## config.mk

```make
export PLATFORM = sky130hd
export DESIGN_NAME = wordBusCtrl
export DESIGN_NICKNAME = d
export VERILOG_FILES = /design/src/rtl/wordBusPkg.sv /design/src/rtl/wordBusCtl.sv /design/src/rtl/wordBusDp.sv /design/src/rtl/wordBusCtrl.sv
export SDC_FILE = /design/constraint.sdc
export NUM_CORES = 1
export LEC_CHECK = 0
export BUFFER_PORTS_ARGS = -buffer_cell sky130_fd_sc_hd__buf_2
export CAP_MARGIN = 0
export CORE_ASPECT_RATIO = 0.5
export CORE_MARGIN = 8
export CORE_UTILIZATION = 54
export CTS_CLUSTER_DIAMETER = 50
export DETAILED_ROUTE_END_ITERATION = 12
export HOLD_SLACK_MARGIN = 0.06
export PLACE_DENSITY = 0.9
export SLEW_MARGIN = 20
export SYNTH_ARGS = -nofsm -noshare
export SYNTH_HDL_FRONTEND = slang
export SYNTH_SLANG_ARGS = --single-unit
```

## constraint.sdc

```tcl
create_clock -name clk -period 5.5 [get_ports clk]
set_input_delay 0.55 -clock clk [delete_from_list [all_inputs] [get_ports clk]]
set_output_delay 0.55 -clock clk [all_outputs]
set_load 0.02 [all_outputs]
```

## src/rtl/wordBusPkg.sv

```systemverilog
package wordBusPkg;

  typedef enum logic [2:0] {
    ST_IDLE,
    ST_ADDR,
    ST_SETUP,
    ST_STRB,
    ST_HOLD
  } busState_t;

  typedef enum logic [1:0] {
    OP_WRITE = 2'b00,
    OP_READ  = 2'b01,
    OP_FETCH = 2'b10,
    OP_FETCH2 = 2'b11
  } busOp_t;

  // Strobes from the sequencer to the datapath
  typedef struct packed {
    logic latchReq;
    logic driveAddr;
    logic driveData;
    logic strobeWr;
    logic readEn;
    logic captureRd;
    logic loadHold;
    logic cycleActive;
  } busCtl_t;

endpackage

```

## src/rtl/wordBusCtl.sv

```systemverilog
module wordBusCtl
  import wordBusPkg::*;
#(
  parameter int ADDR_CYC  = 2,
  parameter int SETUP_CYC = 1,
  parameter int STRB_CYC  = 2,
  parameter int HOLD_CYC  = 1
) (
  input  logic    clk,
  input  logic    rstN,
  input  logic    startReq,
  input  logic [1:0] opKind,
  input  logic    oddQ,
  output busCtl_t ctl,
  output logic    busy,
  output logic    done
);

  localparam int MAX_AB = (ADDR_CYC > SETUP_CYC) ? ADDR_CYC : SETUP_CYC;
  localparam int MAX_CD = (STRB_CYC > HOLD_CYC) ? STRB_CYC : HOLD_CYC;
  localparam int MAX_C  = (MAX_AB > MAX_CD) ? MAX_AB : MAX_CD;
  localparam int CNT_W  = $clog2(MAX_C) + 1;

  busState_t  state;
  logic [CNT_W-1:0] cnt;
  logic       isWr;
  logic       cntZero;
  logic       inData;
  logic       lastHold;

  assign cntZero  = (cnt == '0);
  assign inData   = (state == ST_SETUP) || (state == ST_STRB) || (state == ST_HOLD);
  assign lastHold = (state == ST_HOLD) && cntZero;

  always_comb begin
    ctl             = '0;
    ctl.latchReq    = (state == ST_IDLE) && startReq;
    ctl.driveAddr   = (state == ST_ADDR);
    ctl.driveData   = inData && isWr && oddQ;
    ctl.strobeWr    = (state == ST_STRB) && isWr && oddQ;
    ctl.readEn      = inData && !isWr;
    ctl.captureRd   = lastHold && !isWr;
    ctl.loadHold    = lastHold && isWr && !oddQ;
    ctl.cycleActive = (state != ST_IDLE);
  end

  assign busy = (state != ST_IDLE);

  always_ff @(posedge clk or negedge rstN) begin
    if (!rstN) begin
      state <= ST_IDLE;
      cnt   <= '0;
      isWr  <= 1'b0;
      done  <= 1'b0;
    end else begin
      done <= 1'b0;
      unique case (state)
        ST_IDLE: if (startReq) begin
          state <= ST_ADDR;
          cnt   <= CNT_W'(ADDR_CYC - 1);
          isWr  <= (opKind == OP_WRITE);
        end
        ST_ADDR: if (cntZero) begin
          state <= ST_SETUP;
          cnt   <= CNT_W'(SETUP_CYC - 1);
        end else cnt <= cnt - 1'b1;
        ST_SETUP: if (cntZero) begin
          state <= ST_STRB;
          cnt   <= CNT_W'(STRB_CYC - 1);
        end else cnt <= cnt - 1'b1;
        ST_STRB: if (cntZero) begin
          state <= ST_HOLD;
          cnt   <= CNT_W'(HOLD_CYC - 1);
        end else cnt <= cnt - 1'b1;
        ST_HOLD: if (cntZero) begin
          state <= ST_IDLE;
          done  <= 1'b1;
        end else cnt <= cnt - 1'b1;
        default: state <= ST_IDLE;
      endcase
    end
  end

  AST_DONE_PULSE: assert property (@(posedge clk) disable iff (!rstN)
    done |=> !done);
  AST_STRB_AFTER_SETUP: assert property (@(posedge clk) disable iff (!rstN)
    $rose(ctl.strobeWr) |-> $past(ctl.driveData));
  AST_STRB_RELEASE: assert property (@(posedge clk) disable iff (!rstN)
    $fell(ctl.strobeWr) |-> ctl.driveData);
  AST_DONE_IDLE: assert property (@(posedge clk) disable iff (!rstN)
    done |-> !busy);

endmodule

```

## src/rtl/wordBusDp.sv

```systemverilog
module wordBusDp
  import wordBusPkg::*;
#(
  parameter int PTR_W     = 21,
  parameter bit WIDE_ADDR = 1'b1
) (
  input  logic               clk,
  input  logic               rstN,
  input  busCtl_t            ctl,
  input  logic [PTR_W-1:0]   bytePtr,
  input  logic [7:0]         wrData,
  input  logic [15:0]        adIn,
  output logic [15:0]        adOut,
  output logic               adOe,
  output logic [PTR_W-18:0]  upperAddr,
  output logic               byteAddr,
  output logic               oddQ,
  output logic               wrLow,
  output logic [15:0]        rdWord
);

  localparam int WADDR_W = PTR_W - 1;
  localparam int UPPER_W = WADDR_W - 16;

  logic [PTR_W-1:0]   ptrQ;
  logic [7:0]         dataQ;
  logic [7:0]         holdReg;
  logic [WADDR_W-1:0] wordAddr;

  assign wordAddr = ptrQ[PTR_W-1:1];
  assign oddQ     = ptrQ[0];
  assign byteAddr = ptrQ[0];
  assign wrLow    = 1'b0;
  assign adOe     = ctl.driveAddr || ctl.driveData;
  assign adOut    = ctl.driveAddr ? wordAddr[15:0] : {dataQ, holdReg};

  generate
    if (WIDE_ADDR) begin : gWide
      assign upperAddr = wordAddr[WADDR_W-1:16];
    end else begin : gNarrow
      assign upperAddr = {UPPER_W{1'b0}};
    end
  endgenerate

  always_ff @(posedge clk or negedge rstN) begin
    if (!rstN) begin
      ptrQ    <= '0;
      dataQ   <= 8'h00;
      holdReg <= 8'h00;
      rdWord  <= 16'h0000;
    end else begin
      if (ctl.latchReq) begin
        ptrQ  <= bytePtr;
        dataQ <= wrData;
      end
      if (ctl.loadHold)  holdReg <= dataQ;
      if (ctl.captureRd) rdWord  <= adIn;
    end
  end

  AST_HOLD_READ_SAFE: assert property (@(posedge clk) disable iff (!rstN)
    ctl.captureRd |=> $stable(holdReg));
  AST_DATA_ODD_ONLY: assert property (@(posedge clk) disable iff (!rstN)
    ctl.driveData |-> oddQ);
  AST_READ_NO_DRIVE: assert property (@(posedge clk) disable iff (!rstN)
    ctl.readEn |-> !adOe);

endmodule

```

## src/rtl/wordBusCtrl.sv

```systemverilog
module wordBusCtrl
  import wordBusPkg::*;
#(
  parameter int PTR_W     = 21,
  parameter bit WIDE_ADDR = 1'b1,
  parameter int ADDR_CYC  = 2,
  parameter int SETUP_CYC = 1,
  parameter int STRB_CYC  = 2,
  parameter int HOLD_CYC  = 1
) (
  input  logic              clk,
  input  logic              rstN,
  input  logic              startReq,
  input  logic [1:0]        opKind,
  input  logic [PTR_W-1:0]  bytePtr,
  input  logic [7:0]        wrData,
  input  logic [15:0]       adIn,
  output logic [15:0]       adOut,
  output logic              adOe,
  output logic [PTR_W-18:0] upperAddr,
  output logic              ale,
  output logic              chipEn,
  output logic              outEn,
  output logic              wrHigh,
  output logic              wrLow,
  output logic              upperSel,
  output logic              lowerSel,
  output logic              byteAddr,
  output logic [15:0]       rdWord,
  output logic              busy,
  output logic              done
);

  busCtl_t ctl;
  logic    oddQ;

  wordBusCtl #(
    .ADDR_CYC (ADDR_CYC),
    .SETUP_CYC(SETUP_CYC),
    .STRB_CYC (STRB_CYC),
    .HOLD_CYC (HOLD_CYC)
  ) ctl_i (
    .clk     (clk),
    .rstN    (rstN),
    .startReq(startReq),
    .opKind  (opKind),
    .oddQ    (oddQ),
    .ctl     (ctl),
    .busy    (busy),
    .done    (done)
  );

  wordBusDp #(
    .PTR_W    (PTR_W),
    .WIDE_ADDR(WIDE_ADDR)
  ) dp_i (
    .clk      (clk),
    .rstN     (rstN),
    .ctl      (ctl),
    .bytePtr  (bytePtr),
    .wrData   (wrData),
    .adIn     (adIn),
    .adOut    (adOut),
    .adOe     (adOe),
    .upperAddr(upperAddr),
    .byteAddr (byteAddr),
    .oddQ     (oddQ),
    .wrLow    (wrLow),
    .rdWord   (rdWord)
  );

  assign ale      = ctl.driveAddr;
  assign outEn    = ctl.readEn;
  assign wrHigh   = ctl.strobeWr;
  assign chipEn   = ctl.cycleActive;
  assign upperSel = ctl.cycleActive;
  assign lowerSel = ctl.cycleActive;

  AST_NO_CONTENTION: assert property (@(posedge clk) disable iff (!rstN)
    !(outEn && adOe));
  AST_ALE_DRIVES: assert property (@(posedge clk) disable iff (!rstN)
    ale |-> adOe);
  AST_WR_ODD: assert property (@(posedge clk) disable iff (!rstN)
    wrHigh |-> (byteAddr && adOe && chipEn));
  AST_WR_NOT_ALE: assert property (@(posedge clk) disable iff (!rstN)
    wrHigh |-> !ale);

endmodule

```

==> flow_metrics.env <==
export IMPL_status="finished clean"
export IMPL_grt_pass1_wl_um=10300
export IMPL_cp_arrival_ps=2220
export IMPL_synth_cell_types=32
export IMPL_max_cap_viol_count=0
export IMPL_rows=18
export IMPL_num_vias=1836
export IMPL_port_buffers=95
export IMPL_endpoint_kind="output port"
export IMPL_synth_seq_cells=60
export IMPL_yosys_top_cells_area="dfrtp_1 (53%), mux2_2 (16%), mux2_1 (8.8%)"
export IMPL_worstRegToRegCells=3
export IMPL_synth_cell_area_sq_um=2820
export IMPL_yosys_area_top_type="dfrtp_1"
export IMPL_hold_class="primary input to asynchronous set/reset pin"
export IMPL_placed_cell_area_sq_um=3230
export IMPL_antenna_left=0
export IMPL_hold_viol_final=0
export IMPL_clock_skew_ps=7.77
export IMPL_fillers=343
export IMPL_max_freq_mhz=361
export IMPL_clockBufferDepth=2
export IMPL_synth_top_area_share_pct=53.3
export IMPL_cts_root_buf="clkbuf_8"
export IMPL_ios=97
export IMPL_period_needed_ps=2770
export IMPL_tns_ps=0
export IMPL_worst_pin_slew_ps=850
export IMPL_seq_area_frac_synth_pct=53.3
export IMPL_fp_dieW_um=118
export IMPL_place_gp_congestion=0.782
export IMPL_hpwl_um=4420
export IMPL_grt_max_degree=61
export IMPL_cp_required_ps=4950
export IMPL_grt_setup_unrepaired="no"
export IMPL_vias_per_cell=5.10
export IMPL_crit_chain="nand2b_1 -> nor2_4 -> mux2_2 -> buf_2"
export IMPL_critical_path_class="flop to output port"
export IMPL_antenna_cells=0
export IMPL_finalCritPeriodShare_pct=50.3
export IMPL_track_usage_pct=16.5
export IMPL_syn_area_per_cell_sq_um=14.4
export IMPL_cts_buffers=9
export IMPL_core_area_sq_um=4980
export IMPL_holdBufCountCts=0
export IMPL_wl_per_cell_um=17.3
export IMPL_slew_viol_final=0
export IMPL_synthCells=195
export IMPL_cp_startpoint="ctl_i.state[2]"
export IMPL_die_area_sq_um=7920
export IMPL_syn2layout_area_growth_pct=22.8
export IMPL_crit_reg2reg_launch="ctl_i.state[1]"
export IMPL_final_cell_area_sq_um=3460
export IMPL_insertion_delay_ps=330
export IMPL_cts_tree="yes"
export IMPL_first_global_vias=2080
export IMPL_ctsResizeCount=0
export IMPL_numClockSinks=60
export IMPL_ir_drop_v=0.000331
export IMPL_drt_wl_total_um=6240
export IMPL_cpMaxStageDelayCell="dfrtp_1"
export IMPL_fp_dieH_um=67.1
export IMPL_drtPass1Iterations=4
export IMPL_synth_nets=248
export IMPL_max_stage_delay_ps=520
export IMPL_htreeDepth=3
export IMPL_drc=0
export IMPL_power_leakage_nw=1.73
export IMPL_grt_overflow=0
export IMPL_drt_iter0_drc=81
export IMPL_crit_path_start_kind="flop"
export IMPL_rrSetupSlack_ps=3260
export IMPL_yosysWarnings=0
export IMPL_final_net_count=338
export IMPL_whs_ps=370
export IMPL_clkTransAtPathRegs_ps=60
export IMPL_p_per_area_nw_per_um2=668
export IMPL_cts_setup_buffers=0
export IMPL_start_util_pct=56.6
export IMPL_finalSetupViolations=0
export IMPL_reg2reg_to="dp_i.ptrQ[10]"
export IMPL_drive_gt1_share_pct=56.9
export IMPL_crit_fanout=17
export IMPL_max_slew_margin_rel_pct=43.2
export IMPL_antenna_found_initial=0
[power by group]
group | switching [mW] | internal [mW]
logic | 0.580 | 0.470
registers | 0.152 | 0.648
clock network | 0.160 | 0.300
[worst max path at each step]
stage | end | slack (ps) | cells past startpoint
5_1_grt | adOut[10] | 2610 | 4
4_1_cts | adOut[10] | 2720 | 4
2_1_floorplan | adOut[0] | 3540 | 4
6_report | adOut[10] | 2730 | 4
3_5_place_dp | adOut[10] | 3110 | 4
3_3_place_gp | adOut[10] | 3190 | 4
[cell usage after synthesis]
cell,n
o31ai_1,2
or4b_1,1
nand3b_2,1
nand3_1,2
buf_6,6
xnor2_1,1
or3_4,1
ha_1,3
mux2_1,22
o21ai_0,5
and4bb_4,1
dfrtp_1,60
or2_1,1
buf_12,1
conb_1,1
a21oi_1,1
o31a_1,2
o21a_1,1
o21ai_1,1
mux2_2,39
nand2_1,4
o32ai_1,1
nor2b_4,1
nor4_1,2
nor2_4,2
mux2_4,10
nor3_1,1
clkbuf_1,1
buf_4,9
nor2_1,4
inv_1,6
nand2b_1,2
[sequential cells by signal (all words and copies together) (netlist names)]
register	flops
ctl_i.cnt	2
ctl_i.done	1
ctl_i.isWr	1
ctl_i.state	3
dp_i.dataQ	8
dp_i.holdReg	8
dp_i.ptrQ	21
dp_i.rdWord	16
[layer usage]
layer | wire, um | GRT usage (%) | vias up
met5 | 0 | 0 | -
met4 | 76 | 7.27 | 0
met3 | 311 | 5.31 | 7
met2 | 3370 | 30.6 | 58
met1 | 2480 | 17.5 | 919
li1 | - | - | 852
[critical path: cells and delay by family (launching register included)]
| family | cells | cell delay, ps |
|---|---|---|
| flip-flops | 1 | 520 |
| buffers and inverters | 1 | 160 |
| multiplexers | 1 | 410 |
| AND/OR/NAND/NOR | 2 | 780 |
[layout make-up]
class                      count  area, sq um  area share [%]
sequential                    60         1500            43.4
clock inverter                 5          100            2.89
inverter                       6         22.5           0.651
tap                           70         87.6            2.53
timing repair buffer          96          483            14.0
multi-input combinational    112         1130            32.7
clock buffer                  11          131            3.80
[layout by cell type (no fill, tap or decap), types with 2 or more instances in the layout]
cell type and n:
clkinv_2 2, ha_1 3, nand2b_1 2, nand3_1 2
mux2_2 39, o31ai_1 2, mux2_1 22, o21ai_0 5
nand2_1 4, bufinv_16 3, clkbuf_8 9, inv_1 6
nor2_1 4, nor4_1 2, buf_2 95, dfrtp_1 60
mux2_4 10, o31a_1 2, clkbuf_1 2, nor2_4 2
[stage by stage]
step	setup slack [ps]	utilization, %	std cells	power, mW
floorplan	3540	-	195	1.59
global placement	3190	64.8	344	1.80
detailed placement	3110	64.8	344	1.85
CTS	2720	69.5	360	2.33
global route	2610	69.5	360	2.45
finish	2730	69.5	360	2.31
[cells by family after synthesis]
kind of cell               Yosys count  synth area share, %
buffers and inverters               23                 6.44
other                                1                0.133
muxes                               71                 29.7
and+or+nand+nor                     23                 5.73
DFF                                 60                 53.3
xor gates and xnor gates             1                0.311
AOI/OAI and AO/OA                   13                 2.98
adders and majority gates            3                 1.33
Note: power is estimated with default switching activity, not from simulation.
